[config.mk]
export PLATFORM = sky130hd
export DESIGN_NAME = scsi_irq_status_unit
export DESIGN_NICKNAME = d
export VERILOG_FILES = /design/src/rtl/sirq_pkg.sv /design/src/rtl/sirq_cause_reg.sv /design/src/rtl/sirq_stat_reg.sv /design/src/rtl/sirq_cfg_reg.sv /design/src/rtl/scsi_irq_status_unit.sv
export SDC_FILE = /design/constraint.sdc
export NUM_CORES = 1
export LEC_CHECK = 0
export ABC_CLOCK_PERIOD_IN_PS = 2300
export BUFFER_PORTS_ARGS = -buffer_cell sky130_fd_sc_hd__buf_2
export CAP_MARGIN = 20
export CORE_UTILIZATION = 50
export CTS_BUF_LIST = sky130_fd_sc_hd__clkbuf_2
export DETAILED_ROUTE_END_ITERATION = 16
export GPL_TIMING_DRIVEN = 0
export PLACE_DENSITY = 0.9
export SETUP_SLACK_MARGIN = 0.4
export SLEW_MARGIN = 20
export SYNTH_ARGS = -nofsm -noshare
export SYNTH_HDL_FRONTEND = slang
export SYNTH_SLANG_ARGS = --single-unit
[constraint.sdc]
create_clock -name clk -period 2.3 [get_ports clk]
set_clock_uncertainty 0.1 [all_clocks]
set_input_delay 0.23 -clock clk [delete_from_list [all_inputs] [get_ports clk]]
set_output_delay 0.23 -clock clk [all_outputs]
set_load 0.03 [all_outputs]
[src/rtl/sirq_pkg.sv]
package sirq_pkg;

    localparam int REG_W      = 8;
    localparam int CAUSE_W    = 4;
    localparam int PHASE_W    = 3;
    localparam int SRC_W      = CAUSE_W - 1;

    // interrupt register bit positions
    localparam int IB_BSVC    = 0;
    localparam int IB_FDONE   = 1;
    localparam int IB_DISC    = 2;
    localparam int IB_BRST    = 3;

    // status register bit positions
    localparam int SB_TC      = 4;
    localparam int SB_ERR     = 6;
    localparam int SB_PEND    = 7;

    typedef logic [REG_W-1:0]   reg_t;
    typedef logic [CAUSE_W-1:0] cause_t;

    typedef enum logic [PHASE_W-1:0] {
        PH_DOUT = 3'd0,
        PH_DIN  = 3'd1,
        PH_CMD  = 3'd2,
        PH_STS  = 3'd3,
        PH_RSV4 = 3'd4,
        PH_RSV5 = 3'd5,
        PH_MOUT = 3'd6,
        PH_MIN  = 3'd7
    } phase_e;

    typedef enum logic [1:0] {
        SEL_INT  = 2'd0,
        SEL_STAT = 2'd1,
        SEL_CFG  = 2'd2,
        SEL_NONE = 2'd3
    } rsel_e;

    typedef struct packed {
        logic   pend;
        logic   err;
        logic   tc;
        phase_e phase;
    } stat_t;

    function automatic reg_t pack_status(input stat_t s);
        reg_t r;
        r           = '0;
        r[PHASE_W-1:0] = s.phase;
        r[SB_TC]    = s.tc;
        r[SB_ERR]   = s.err;
        r[SB_PEND]  = s.pend;
        return r;
    endfunction

    function automatic reg_t widen_cause(input cause_t c);
        reg_t r;
        r = '0;
        r[CAUSE_W-1:0] = c;
        return r;
    endfunction

endpackage

[src/rtl/sirq_cause_reg.sv]
module sirq_cause_reg
    import sirq_pkg::*;
(
    input  logic   clk,
    input  logic   rst,
    input  logic   soft_rst_i,
    input  cause_t cause_i,
    input  logic   rd_clr_i,
    output cause_t int_o,
    output logic   pend_o
);

    cause_t int_q;
    logic   pend_q;
    cause_t int_base;
    logic   pend_base;

    always_comb begin
        int_base  = rd_clr_i ? '0   : int_q;
        pend_base = rd_clr_i ? 1'b0 : pend_q;
    end

    always_ff @(posedge clk) begin
        if (rst || soft_rst_i) begin
            int_q  <= '0;
            pend_q <= 1'b0;
        end else begin
            int_q  <= int_base | cause_i;
            pend_q <= pend_base | (|cause_i);
        end
    end

    assign int_o  = int_q;
    assign pend_o = pend_q;

    AST_CAUSE_RAISES: assert property (@(posedge clk) disable iff (rst)
        ((|cause_i) && !soft_rst_i) |=> pend_o);

    AST_PEND_STICKY: assert property (@(posedge clk) disable iff (rst)
        (pend_o && !rd_clr_i && !soft_rst_i) |=> pend_o);

    AST_READ_EMPTIES: assert property (@(posedge clk) disable iff (rst)
        (rd_clr_i && (cause_i == '0) && !soft_rst_i) |=> (int_o == '0 && !pend_o));

    AST_COLLIDE_KEEPS: assert property (@(posedge clk) disable iff (rst)
        (rd_clr_i && (|cause_i) && !soft_rst_i)
        |=> (((int_o & $past(cause_i)) == $past(cause_i)) && pend_o));

endmodule

[src/rtl/sirq_stat_reg.sv]
module sirq_stat_reg
    import sirq_pkg::*;
(
    input  logic               clk,
    input  logic               rst,
    input  logic               soft_rst_i,
    input  logic               rd_clr_i,
    input  logic               phase_we_i,
    input  logic [PHASE_W-1:0] phase_i,
    input  logic               tc_hit_i,
    input  logic               tc_clr_i,
    input  logic               err_set_i,
    output phase_e             phase_o,
    output logic               tc_o,
    output logic               err_o
);

    phase_e phase_q;
    logic   tc_q;
    logic   err_q;

    always_ff @(posedge clk) begin
        if (rst || soft_rst_i) begin
            phase_q <= PH_DOUT;
            tc_q    <= 1'b0;
            err_q   <= 1'b0;
        end else begin
            if (phase_we_i) begin
                phase_q <= phase_e'(phase_i);
            end
            if (tc_hit_i) begin
                tc_q <= 1'b1;
            end else if (tc_clr_i) begin
                tc_q <= 1'b0;
            end
            err_q <= (err_q && !rd_clr_i) || err_set_i;
        end
    end

    assign phase_o = phase_q;
    assign tc_o    = tc_q;
    assign err_o   = err_q;

    AST_PHASE_LOAD: assert property (@(posedge clk) disable iff (rst)
        (phase_we_i && !soft_rst_i) |=> (phase_o == $past(phase_i)));

    AST_PHASE_HOLD: assert property (@(posedge clk) disable iff (rst)
        (!phase_we_i && !soft_rst_i) |=> $stable(phase_o));

    AST_TC_SET: assert property (@(posedge clk) disable iff (rst)
        (tc_hit_i && !soft_rst_i) |=> tc_o);

    AST_TC_KEEP: assert property (@(posedge clk) disable iff (rst)
        (tc_o && !tc_clr_i && !soft_rst_i) |=> tc_o);

    AST_ERR_WIPE: assert property (@(posedge clk) disable iff (rst)
        (rd_clr_i && !err_set_i) |=> !err_o);

endmodule

[src/rtl/sirq_cfg_reg.sv]
module sirq_cfg_reg
    import sirq_pkg::*;
#(
    parameter reg_t CFG_RESET   = 8'h07,
    parameter int   RPT_OFF_BIT = 6
) (
    input  logic clk,
    input  logic rst,
    input  logic soft_rst_i,
    input  logic we_i,
    input  reg_t wdata_i,
    output reg_t cfg_o,
    output logic rpt_off_o
);

    reg_t cfg_q;

    always_ff @(posedge clk) begin
        if (rst || soft_rst_i) begin
            cfg_q <= CFG_RESET;
        end else if (we_i) begin
            cfg_q <= wdata_i;
        end
    end

    assign cfg_o     = cfg_q;
    assign rpt_off_o = cfg_q[RPT_OFF_BIT];

    AST_CFG_HOLD: assert property (@(posedge clk) disable iff (rst)
        (!we_i && !soft_rst_i) |=> $stable(cfg_o));

    AST_CFG_DEFAULT: assert property (@(posedge clk) disable iff (rst)
        soft_rst_i |=> (cfg_o == CFG_RESET));

endmodule

[src/rtl/scsi_irq_status_unit.sv]
module scsi_irq_status_unit
    import sirq_pkg::*;
#(
    parameter logic [7:0] CFG_RESET   = 8'h07,
    parameter int         RPT_OFF_BIT = 6
) (
    input  logic       clk,
    input  logic       rst,
    input  logic       phase_set,
    input  logic [2:0] phase_code,
    input  logic [2:0] cause_in,
    input  logic       err_set,
    input  logic       tc_hit,
    input  logic       tc_clr,
    input  logic       bus_rst_cmd,
    input  logic       soft_rst_cmd,
    input  logic       cfg_we,
    input  logic [7:0] cfg_wdata,
    input  logic       rd_en,
    input  logic [1:0] rd_sel,
    output logic [7:0] rd_data,
    output logic       irq
);

    cause_t int_val;
    logic   pend;
    phase_e phase;
    logic   tc_flag;
    logic   err_flag;
    reg_t   cfg_val;
    logic   rpt_off;
    logic   rd_clr;
    logic   brst_report;
    cause_t cause_vec;
    stat_t  stat_view;

    assign rd_clr      = rd_en && (rsel_e'(rd_sel) == SEL_INT);
    assign brst_report = bus_rst_cmd && !rpt_off;

    always_comb begin
        cause_vec                 = '0;
        cause_vec[SRC_W-1:0]      = cause_in;
        cause_vec[IB_BRST]        = brst_report;
    end

    sirq_cause_reg u_cause (
        .clk        (clk),
        .rst        (rst),
        .soft_rst_i (soft_rst_cmd),
        .cause_i    (cause_vec),
        .rd_clr_i   (rd_clr),
        .int_o      (int_val),
        .pend_o     (pend)
    );

    sirq_stat_reg u_stat (
        .clk        (clk),
        .rst        (rst),
        .soft_rst_i (soft_rst_cmd),
        .rd_clr_i   (rd_clr),
        .phase_we_i (phase_set),
        .phase_i    (phase_code),
        .tc_hit_i   (tc_hit),
        .tc_clr_i   (tc_clr),
        .err_set_i  (err_set),
        .phase_o    (phase),
        .tc_o       (tc_flag),
        .err_o      (err_flag)
    );

    sirq_cfg_reg #(
        .CFG_RESET   (CFG_RESET),
        .RPT_OFF_BIT (RPT_OFF_BIT)
    ) u_cfg (
        .clk        (clk),
        .rst        (rst),
        .soft_rst_i (soft_rst_cmd),
        .we_i       (cfg_we),
        .wdata_i    (cfg_wdata),
        .cfg_o      (cfg_val),
        .rpt_off_o  (rpt_off)
    );

    always_comb begin
        stat_view.pend  = pend;
        stat_view.err   = err_flag;
        stat_view.tc    = tc_flag;
        stat_view.phase = phase;
        unique case (rsel_e'(rd_sel))
            SEL_INT:  rd_data = widen_cause(int_val);
            SEL_STAT: rd_data = pack_status(stat_view);
            SEL_CFG:  rd_data = cfg_val;
            default:  rd_data = '0;
        endcase
    end

    assign irq = pend;

    AST_BRST_MUTED: assert property (@(posedge clk) disable iff (rst)
        (bus_rst_cmd && rpt_off && !rd_clr && !soft_rst_cmd)
        |=> $stable(int_val[IB_BRST]));

    AST_BRST_SHOWN: assert property (@(posedge clk) disable iff (rst)
        (bus_rst_cmd && !rpt_off && !soft_rst_cmd)
        |=> (int_val[IB_BRST] && irq));

endmodule

# After elaboration in Yosys (flattened, before gate mapping)

Cells that the tools add are included.

Memory bits (read-only): 0
Bits in latches: 0
Bits in registers: 18
Input bits: 26
Bits in writable memories: 0
Memories kept: 0

Multipliers: 0
Bitwise logic cells: 2
$add $sub $neg: 0
Order comparisons: 0
Eq/ne operators: 2
Reductions and logical operators: 10
Divide/modulo/power cells: 0
Muxes and demuxes: 5
Shift operators: 0

Operators with widths:

| operator                                                        | number |
|---|---|
| 8-bit case mux with 3 select lines                              | 1 |
| 4-bit two-way mux                                               | 1 |
| 4-bit OR                                                        | 1 |
| 4-bit OR reduction                                              | 1 |
| 1-bit logical AND                                               | 3 |
| 1-bit two-way mux                                               | 3 |
| 2-bit by 1-bit == test with 1-bit output, second input constant | 1 |
| 2-bit == test, second input constant                            | 1 |
| 1-bit zero test                                                 | 2 |
| 2-bit zero test                                                 | 1 |
| 1-bit logical OR                                                | 2 |
| 2-bit nonzero test                                              | 1 |
| 1-bit OR                                                        | 1 |

# Longest topological paths before layout

Gate-level depths: netlist of the first run.

Word-level depth: 5
Gate-level depth with buffers: 5

# By module

Synthesis of the first run repeated with hierarchy kept, for this count alone.

Cells, all modules: 84
Area, all modules: 849.6 µm²

By module, submodules not included:

| module               | area an instance (µm²) | cells an instance | instances |
|---|---|---|---|
| sirq_cfg_reg         | 301.5                  | 28                | 1 |
| sirq_cause_reg       | 211.5                  | 21                | 1 |
| sirq_stat_reg        | 187.7                  | 18                | 1 |
| scsi_irq_status_unit | 148.9                  | 17                | 1 |

# Least setup slack after synthesis of the first run

OpenSTA, ideal clock, no wires.

Kind: input -> output
Start: input rd_sel[0]
End: output rd_data[0]
Stages: 3
Setup slack: 0.838 ns
Arrival time: 1.132 ns
Data required time: 1.970 ns
Cells stage by stage: buf_6 -> mux2i_1 -> o21ai_0

Cells in the longest elaborated chain, start to end: 2

Ends and longest elaborated chain:

| item                                  | line                       | source |
|---|---|---|
| start: declaration                    | scsi_irq_status_unit.sv:20 | `input logic [1:0] rd_sel,` |
| 2-bit == test (tied with other cells) | scsi_irq_status_unit.sv:89 | `unique case (rsel_e'(rd_sel))` |
| 8-bit case mux with 3 select lines *  | scsi_irq_status_unit.sv:89 |  |
| end: declaration                      | scsi_irq_status_unit.sv:21 | `output logic [7:0] rd_data,` |

Mark *: on every way between the ends. The rest lies on a longest branch, timed or not.

# Final worst setup path of the first run

Start: input rd_sel[1]
End: output rd_data[0]

The elaborated chain is that of the path after synthesis.

==> flow_results.xml, run 1 <==
<?xml version="1.0" encoding="UTF-8"?>
<metrics>
  <group name="clocking">
    <metric name="clock_tree.htree_level_count" unit="">1</metric>
    <metric name="post_cts_resize_count" unit="">0</metric>
    <metric name="hold_buf_count_cts" unit="">0</metric>
    <metric name="clock_tree.root_cell" unit="">sky130_fd_sc_hd__clkbuf_2</metric>
    <metric name="clock_tree.buffer_depth" unit="">2</metric>
    <metric name="clock_latency_on_the_worst_skew_pair" unit="ns">0.29</metric>
    <metric name="number_of_setup_buffers_added_after_cts" unit="">0</metric>
    <metric name="tritoncts.num_buffers" unit="">3</metric>
    <metric name="cts_tree" unit="">yes</metric>
    <metric name="clock_sinks" unit="">18</metric>
    <metric name="clk_pin_slew_worst_paths" unit="ns">0.16</metric>
  </group>
  <group name="min_path">
    <metric name="holdCritStartpoint" unit="">err_set</metric>
    <metric name="path_class_of_the_lowest_slack_min_delay_path" unit="">in2reg</metric>
    <metric name="hold_depth" unit="">3</metric>
    <metric name="worstHoldEndpoint" unit="">u_stat.err_o</metric>
  </group>
  <group name="layout">
    <metric name="layout_commonest_cell" unit="">sky130_fd_sc_hd__buf_2</metric>
    <metric name="highest_count_cells_in_the_layout_ignoring_fill_and_taps" unit="">sky130_fd_sc_hd__buf_2, sky130_fd_sc_hd__dfxtp_1, sky130_fd_sc_hd__nor2_1, sky130_fd_sc_hd__mux2i_1</metric>
    <metric name="number_of_nets_in_the_layout" unit="">145</metric>
    <metric name="drive_gt1_share" unit="%">33.9</metric>
    <metric name="insertedDiodeCount" unit="">0</metric>
    <metric name="synthToLayoutAreaGrowth" unit="%">26.2</metric>
  </group>
  <group name="worst_setup_path">
    <metric name="crit_slowest_cell" unit="">sky130_fd_sc_hd__nor2b_1</metric>
    <metric name="r2r_start" unit="">u_cfg.cfg_o[6]</metric>
    <metric name="timing.critical_path.required" unit="ns">1.97</metric>
    <metric name="critPathCaptureType" unit="">output port</metric>
    <metric name="critical-path-top-delay-family" unit="">simple AND/OR/NAND/NOR gates</metric>
    <metric name="critical-path-top-cell-by-count" unit="">sky130_fd_sc_hd__buf_2</metric>
    <metric name="critical_path.reg2reg.endpoint" unit="">u_cause.pend_o</metric>
    <metric name="setup.worst_path.start" unit="">rd_sel[1]</metric>
    <metric name="startpoint_type" unit="">primary input</metric>
    <metric name="critPathKind" unit="">in2out</metric>
    <metric name="cp_num_buf_inv" unit="">2</metric>
    <metric name="series_of_cell_instances_along_the_critical_path" unit="">buf_2, nor2b_1, nand2_1, o21ai_0, buf_2</metric>
    <metric name="crit_path_max_fanout" unit="">7</metric>
    <metric name="path_depth_of_the_worst_reg2reg_path" unit="">3</metric>
    <metric name="setup.reg_to_reg.worst_slack" unit="ns">1.40</metric>
    <metric name="slowest_delay" unit="ns">0.45</metric>
    <metric name="cp_data_arrival_time" unit="ns">1.26</metric>
  </group>
  <group name="global_routing">
    <metric name="grt_max_degree" unit="">11</metric>
    <metric name="grt_antenna_before_repair" unit="">0</metric>
    <metric name="grt_util_all_layers" unit="%">21.9</metric>
    <metric name="via_count_of_the_first_global_routing_pass" unit="">583</metric>
    <metric name="globalRouteOverflowTotal" unit="">0</metric>
    <metric name="wire_length_of_the_first_global_routing_pass" unit="µm">2380</metric>
  </group>
  <group name="pwr">
    <metric name="pwr_density_cell" unit="nW/µm²">587</metric>
    <metric name="vdd_drop_max" unit="V">0.000415</metric>
    <metric name="power.static_leakage" unit="nW">0.484</metric>
  </group>
  <group name="floorplan">
    <metric name="start_util" unit="%">55.8</metric>
    <metric name="top_level_ports" unit="">35</metric>
    <metric name="die_height" unit="µm">40.8</metric>
    <metric name="placementRows" unit="">13</metric>
    <metric name="design.core.area" unit="µm²">1350</metric>
    <metric name="fp.dieW" unit="µm">40.8</metric>
    <metric name="total_die_area" unit="µm²">1670</metric>
  </group>
  <group name="synth">
    <metric name="yosysTopAreaCellShare" unit="%">47.8</metric>
    <metric name="synthesis.instances" unit="">82</metric>
    <metric name="netlist.top_cell.by_area" unit="">sky130_fd_sc_hd__dfxtp_1</metric>
    <metric name="synth_cell_types" unit="">16</metric>
    <metric name="synth.net_count" unit="">108</metric>
    <metric name="synth_sequential_area_ratio" unit="%">47.8</metric>
    <metric name="synthesized_area_per_cell" unit="µm²">9.19</metric>
    <metric name="ys_ff_latch" unit="">18</metric>
    <metric name="synth-warning-count" unit="">0</metric>
    <metric name="mappedNetlistArea" unit="µm²">753</metric>
    <metric name="post_synth_main_area_contributors" unit="">sky130_fd_sc_hd__dfxtp_1, sky130_fd_sc_hd__mux2i_1, sky130_fd_sc_hd__nor2_1</metric>
  </group>
  <group name="place">
    <metric name="portBuffers" unit="">32</metric>
    <metric name="place_congestion" unit="">0.699</metric>
    <metric name="hpwlAfterDp" unit="µm">1220</metric>
    <metric name="detailedPlace.worstSlack" unit="ns">0.706</metric>
  </group>
  <group name="timing">
    <metric name="period_minus_slack" unit="ns">1.59</metric>
    <metric name="setup_ws" unit="ns">0.707</metric>
    <metric name="finalHoldViolations" unit="">0</metric>
    <metric name="fmaxAchievable" unit="MHz">628</metric>
    <metric name="min_period_over_period" unit="%">69.3</metric>
    <metric name="final.setup.tns" unit="ns">0</metric>
    <metric name="max_slew_margin" unit="%">66.4</metric>
    <metric name="worst-slew-pin-transition" unit="ns">0.503</metric>
    <metric name="timing_max_transition_violations_final" unit="">0</metric>
    <metric name="setup-violations-final" unit="">0</metric>
    <metric name="grt_setup_unrepaired" unit="">no</metric>
  </group>
  <group name="route">
    <metric name="detail-route-antenna-nets" unit="">0</metric>
    <metric name="initialDrtViolationCount" unit="">10</metric>
    <metric name="remaining_drc_errors" unit="">0</metric>
    <metric name="drtPass1Iterations" unit="">4</metric>
    <metric name="total_via_count_in_the_routed_design" unit="">692</metric>
    <metric name="detail_route.vias_per_cell" unit="">5.20</metric>
    <metric name="wl_per_cell" unit="µm">11.6</metric>
    <metric name="detail_route.wirelength" unit="µm">1540</metric>
  </group>
  <group name="job">
    <metric name="maxCapViolCount" unit="">0</metric>
  </group>
  <group name="status">
    <metric name="outcome" unit="">finished, final reports clean</metric>
  </group>
</metrics>
==> per-layer routing <==
layer	track usage, %	routed length, µm	part of all wire (%)	up-vias
met1	28.2	698	45	312
met2	35.5	759	49	24
li1	-	-	-	354
met5	0	0	0	-
met3	4.89	68	4.4	2
met4	7.50	17	1.1	0
==> stage by stage <==
stage / instances / power [mW] / cell area, µm² / util [%] / hold slack (ns)
after floorplan: 82 / 0.396 / 753 / - / 0.239
after global placement: 129 / 0.430 / 932 / 69.0 / 0.338
after detailed placement: 129 / 0.434 / 932 / 69.0 / 0.352
after CTS: 133 / 0.564 / 951 / 70.4 / 0.0176
after global routing: 133 / 0.587 / 951 / 70.4 / 0.0258
final: 133 / 0.558 / 951 / 70.4 / 0.0195
==> cells in the mapped netlist (all sizes together) <==
library cell,instances
and2,1
nor2,16
mux2i,15
or3b,1
o21ai,3
nor2b,3
clkbuf,1
nor4,1
a21oi,7
buf,4
or2,1
nand2,7
a22o,3
dfxtp,18
inv,1
==> registers in the layout (all words and copies together) (netlist names) <==
signal / cells
u_stat.phase_o: 3
u_stat.tc_o: 1
u_stat.err_o: 1
u_cfg.cfg_o: 8
u_cause.pend_o: 1
u_cause.int_o: 4
==> logic make-up (layout without fill, tap and decap cells) <==
group	Yosys count	after routing	synth area share, %
AND/OR/NAND/NOR	30	30	17.6
flip-flops	18	18	47.8
multiplexers	15	15	19.9
AO/OA/AOI/OAI	13	13	10.1
buffers and inverters	6	42	4.48
==> final cells by class <==
type / instances / area [µm²]
fill: 115 / 399
sequential: 18 / 360
multi-input combinational: 58 / 359
timing repair buffer: 32 / 160
buffer: 5 / 30.0
tap: 15 / 18.8
clock buffer: 3 / 15.0
clock inverter: 1 / 3.75
inverter: 1 / 3.75
==> tightest hold or removal path: stages <==
cell and delay [ns]:
sky130_fd_sc_hd__buf_2 0.07, sky130_fd_sc_hd__a21oi_1 0.03, sky130_fd_sc_hd__nor2_1 0.07
==> where the power goes <==
| part | switching [mW] | internal (mW) |
|---|---|---|
| sequential | 0.00674 | 0.324 |
| clock | 0.0931 | 0.0378 |
| combinational | 0.0523 | 0.0435 |
| total | 0.152 | 0.406 |
==> how the worst max path moves through the flow <==
stage	endpoint	slack, ns	cells past startpoint
CTS	rd_data[0]	0.71	5
global placement	rd_data[7]	0.75	4
global route	rd_data[0]	0.64	5
detailed placement	rd_data[0]	0.71	5
finish	rd_data[0]	0.71	5
floorplan	rd_data[0]	0.84	3
Power figures use the tool's default switching activity.
==> run 2: changes to the inputs <==
- ABC_CLOCK_PERIOD_IN_PS: 2300 -> 1500
- CORE_UTILIZATION: 50 -> 47
- PLACE_DENSITY: 0.9 -> 0.85
- clock period: 2.3 -> 1.5 ns (I/O delays scaled with it)
==> flow_results.xml, run 2 (synthesis results as in run 1) <==
<?xml version="1.0" encoding="UTF-8"?>
<metrics>
  <group name="timing">
    <metric name="setup-violations-final" unit="">0</metric>
    <metric name="fmaxAchievable" unit="MHz">744</metric>
    <metric name="setup_ws" unit="ns">0.155</metric>
    <metric name="max_slew_margin" unit="%">76.2</metric>
    <metric name="min_period_over_period" unit="%">89.6</metric>
    <metric name="finalHoldViolations" unit="">0</metric>
    <metric name="period_minus_slack" unit="ns">1.34</metric>
    <metric name="worst-slew-pin-transition" unit="ns">0.357</metric>
    <metric name="final.setup.tns" unit="ns">0</metric>
    <metric name="grt_setup_unrepaired" unit="">yes</metric>
    <metric name="timing_max_transition_violations_final" unit="">0</metric>
  </group>
  <group name="floorplan">
    <metric name="fp.dieW" unit="µm">42.0</metric>
    <metric name="placementRows" unit="">14</metric>
    <metric name="total_die_area" unit="µm²">1770</metric>
    <metric name="die_height" unit="µm">42.0</metric>
    <metric name="design.core.area" unit="µm²">1510</metric>
    <metric name="start_util" unit="%">50.0</metric>
    <metric name="top_level_ports" unit="">35</metric>
  </group>
  <group name="route">
    <metric name="total_via_count_in_the_routed_design" unit="">854</metric>
    <metric name="detail-route-antenna-nets" unit="">0</metric>
    <metric name="wl_per_cell" unit="µm">16.8</metric>
    <metric name="initialDrtViolationCount" unit="">27</metric>
    <metric name="drtPass1Iterations" unit="">4</metric>
    <metric name="remaining_drc_errors" unit="">0</metric>
    <metric name="detail_route.wirelength" unit="µm">2570</metric>
    <metric name="detail_route.vias_per_cell" unit="">5.58</metric>
  </group>
  <group name="place">
    <metric name="portBuffers" unit="">32</metric>
    <metric name="hpwlAfterDp" unit="µm">1240</metric>
    <metric name="detailedPlace.worstSlack" unit="ns">0.000977</metric>
    <metric name="place_congestion" unit="">0.750</metric>
    <metric name="dp_cells" unit="">130</metric>
  </group>
  <group name="worst_setup_path">
    <metric name="cp_data_arrival_time" unit="ns">1.09</metric>
    <metric name="critPathKind" unit="">reg2out</metric>
    <metric name="crit_path_max_fanout" unit="">2</metric>
    <metric name="timing.critical_path.required" unit="ns">1.25</metric>
    <metric name="startpoint_type" unit="">flop</metric>
    <metric name="critPathCaptureType" unit="">output port</metric>
  </group>
  <group name="global_routing">
    <metric name="grt_util_all_layers" unit="%">27.9</metric>
    <metric name="via_count_of_the_first_global_routing_pass" unit="">820</metric>
    <metric name="grt_antenna_before_repair" unit="">0</metric>
    <metric name="globalRouteOverflowTotal" unit="">0</metric>
    <metric name="wire_length_of_the_first_global_routing_pass" unit="µm">3620</metric>
    <metric name="grt_max_degree" unit="">11</metric>
  </group>
  <group name="layout">
    <metric name="highest_count_cells_in_the_layout_ignoring_fill_and_taps" unit="">sky130_fd_sc_hd__buf_2, sky130_fd_sc_hd__dlygate4sd3_1, sky130_fd_sc_hd__nor2_1, sky130_fd_sc_hd__mux2i_1, sky130_fd_sc_hd__dfxtp_2</metric>
    <metric name="layout_commonest_cell" unit="">sky130_fd_sc_hd__buf_2</metric>
    <metric name="synthToLayoutAreaGrowth" unit="%">68.8</metric>
    <metric name="number_of_nets_in_the_layout" unit="">164</metric>
    <metric name="layoutNonFillerInstCount" unit="">153</metric>
    <metric name="largest_register_ffs" unit="">8</metric>
    <metric name="drive_gt1_share" unit="%">48.2</metric>
    <metric name="insertedDiodeCount" unit="">0</metric>
  </group>
  <group name="clocking">
    <metric name="clock_tree.root_cell" unit="">sky130_fd_sc_hd__clkbuf_2</metric>
    <metric name="cts_tree" unit="">yes</metric>
    <metric name="clk_pin_slew_worst_paths" unit="ns">0.18</metric>
    <metric name="clock_tree.buffer_depth" unit="">2</metric>
    <metric name="clock_tree.htree_level_count" unit="">1</metric>
    <metric name="clock_sinks" unit="">18</metric>
    <metric name="tritoncts.num_buffers" unit="">3</metric>
    <metric name="clock_latency_on_the_worst_skew_pair" unit="ns">0.30</metric>
  </group>
  <group name="pwr">
    <metric name="switching_share" unit="%">28.9</metric>
    <metric name="relative_contribution_of_the_clock_network_to_total_power" unit="%">22.0</metric>
    <metric name="cell_internal_pwr" unit="mW">0.678</metric>
    <metric name="pwr_density_cell" unit="nW/µm²">750</metric>
    <metric name="vdd_drop_max" unit="V">0.000487</metric>
    <metric name="combinationalPowerShare" unit="%">24.2</metric>
    <metric name="power.net_switching" unit="mW">0.276</metric>
    <metric name="seq_power_share" unit="%">53.8</metric>
    <metric name="power.static_leakage" unit="nW">0.596</metric>
  </group>
  <group name="status">
    <metric name="outcome" unit="">finished, final reports clean</metric>
  </group>
  <group name="job">
    <metric name="maxCapViolCount" unit="">0</metric>
  </group>
  <group name="min_path">
    <metric name="path_class_of_the_lowest_slack_min_delay_path" unit="">in2reg</metric>
  </group>
</metrics>
-- run 2: repair_timing --
item                                    in CTS  in global routing
hold buffers                                18                  0
hold endpoints to repair                    16                  0
gates resized for setup                     26                 14
pin swaps                                    3                  4
endpoints found under the setup margin       9                 10
buffers inserted                             1                  0
-- run 2: worst paths after layout --
check / start / end / cells past startpoint / slack (ns)
setup reg to reg: u_cfg.cfg_o[6] / u_cause.pend_o / 4 / 0.49
hold reg to reg: u_cause.pend_o / u_cause.pend_o / 2 / 0.41
hold / removal: tc_clr / u_stat.tc_o / 4 / 0.04
setup / recovery: u_cause.int_o[0] / rd_data[0] / 3 / 0.16
-- run 2: power groups by stage --
stage	registers (mW)	clock network [mW]	logic, mW
detailed placement	0.518	0	0.153
CTS	0.509	0.212	0.208
global route	0.515	0.238	0.242
floorplan	0.518	0	0.0934
global placement	0.517	0	0.149
finish	0.514	0.210	0.231
-- run 2: worst max-delay path: stages (launching register included) --
cell and delay, ns:
sky130_fd_sc_hd__dfxtp_1 0.40, sky130_fd_sc_hd__mux2i_1 0.10, sky130_fd_sc_hd__o21ai_2 0.14, sky130_fd_sc_hd__buf_6 0.15
-- run 2: area by class of cell --
class / instances / area, µm²
multi-input cells: 58 / 420
repair buffers: 51 / 403
flip-flops and latches: 18 / 375
fillers: 78 / 235
plain buffers: 5 / 30.0
well taps: 16 / 20.0
clock buffers: 3 / 15.0
clock inverters: 1 / 3.75
inverters: 1 / 3.75
-- run 2: through the flow --
| step | hold WS [ns] | util (%) | cell area [µm²] | power (mW) |
|---|---|---|---|---|
| after CTS | 0.0366 | 81.1 | 1220 | 0.929 |
| after detailed placement | 0.275 | 63.0 | 950 | 0.671 |
| after global routing | 0.0217 | 84.4 | 1270 | 0.996 |
| final | 0.0376 | 84.4 | 1270 | 0.954 |
| after floorplan | 0.159 | - | 769 | 0.611 |
| after global placement | 0.257 | 63.0 | 950 | 0.666 |
-- run 2: routing by layer --
| layer | GRT usage, % | share of wire (%) |
|---|---|---|
| met1 | 30.8 | 37 |
| met4 | 16.9 | 3.7 |
| met5 | 0 | 0 |
| met3 | 3.88 | 4.7 |
| met2 | 50.0 | 54 |
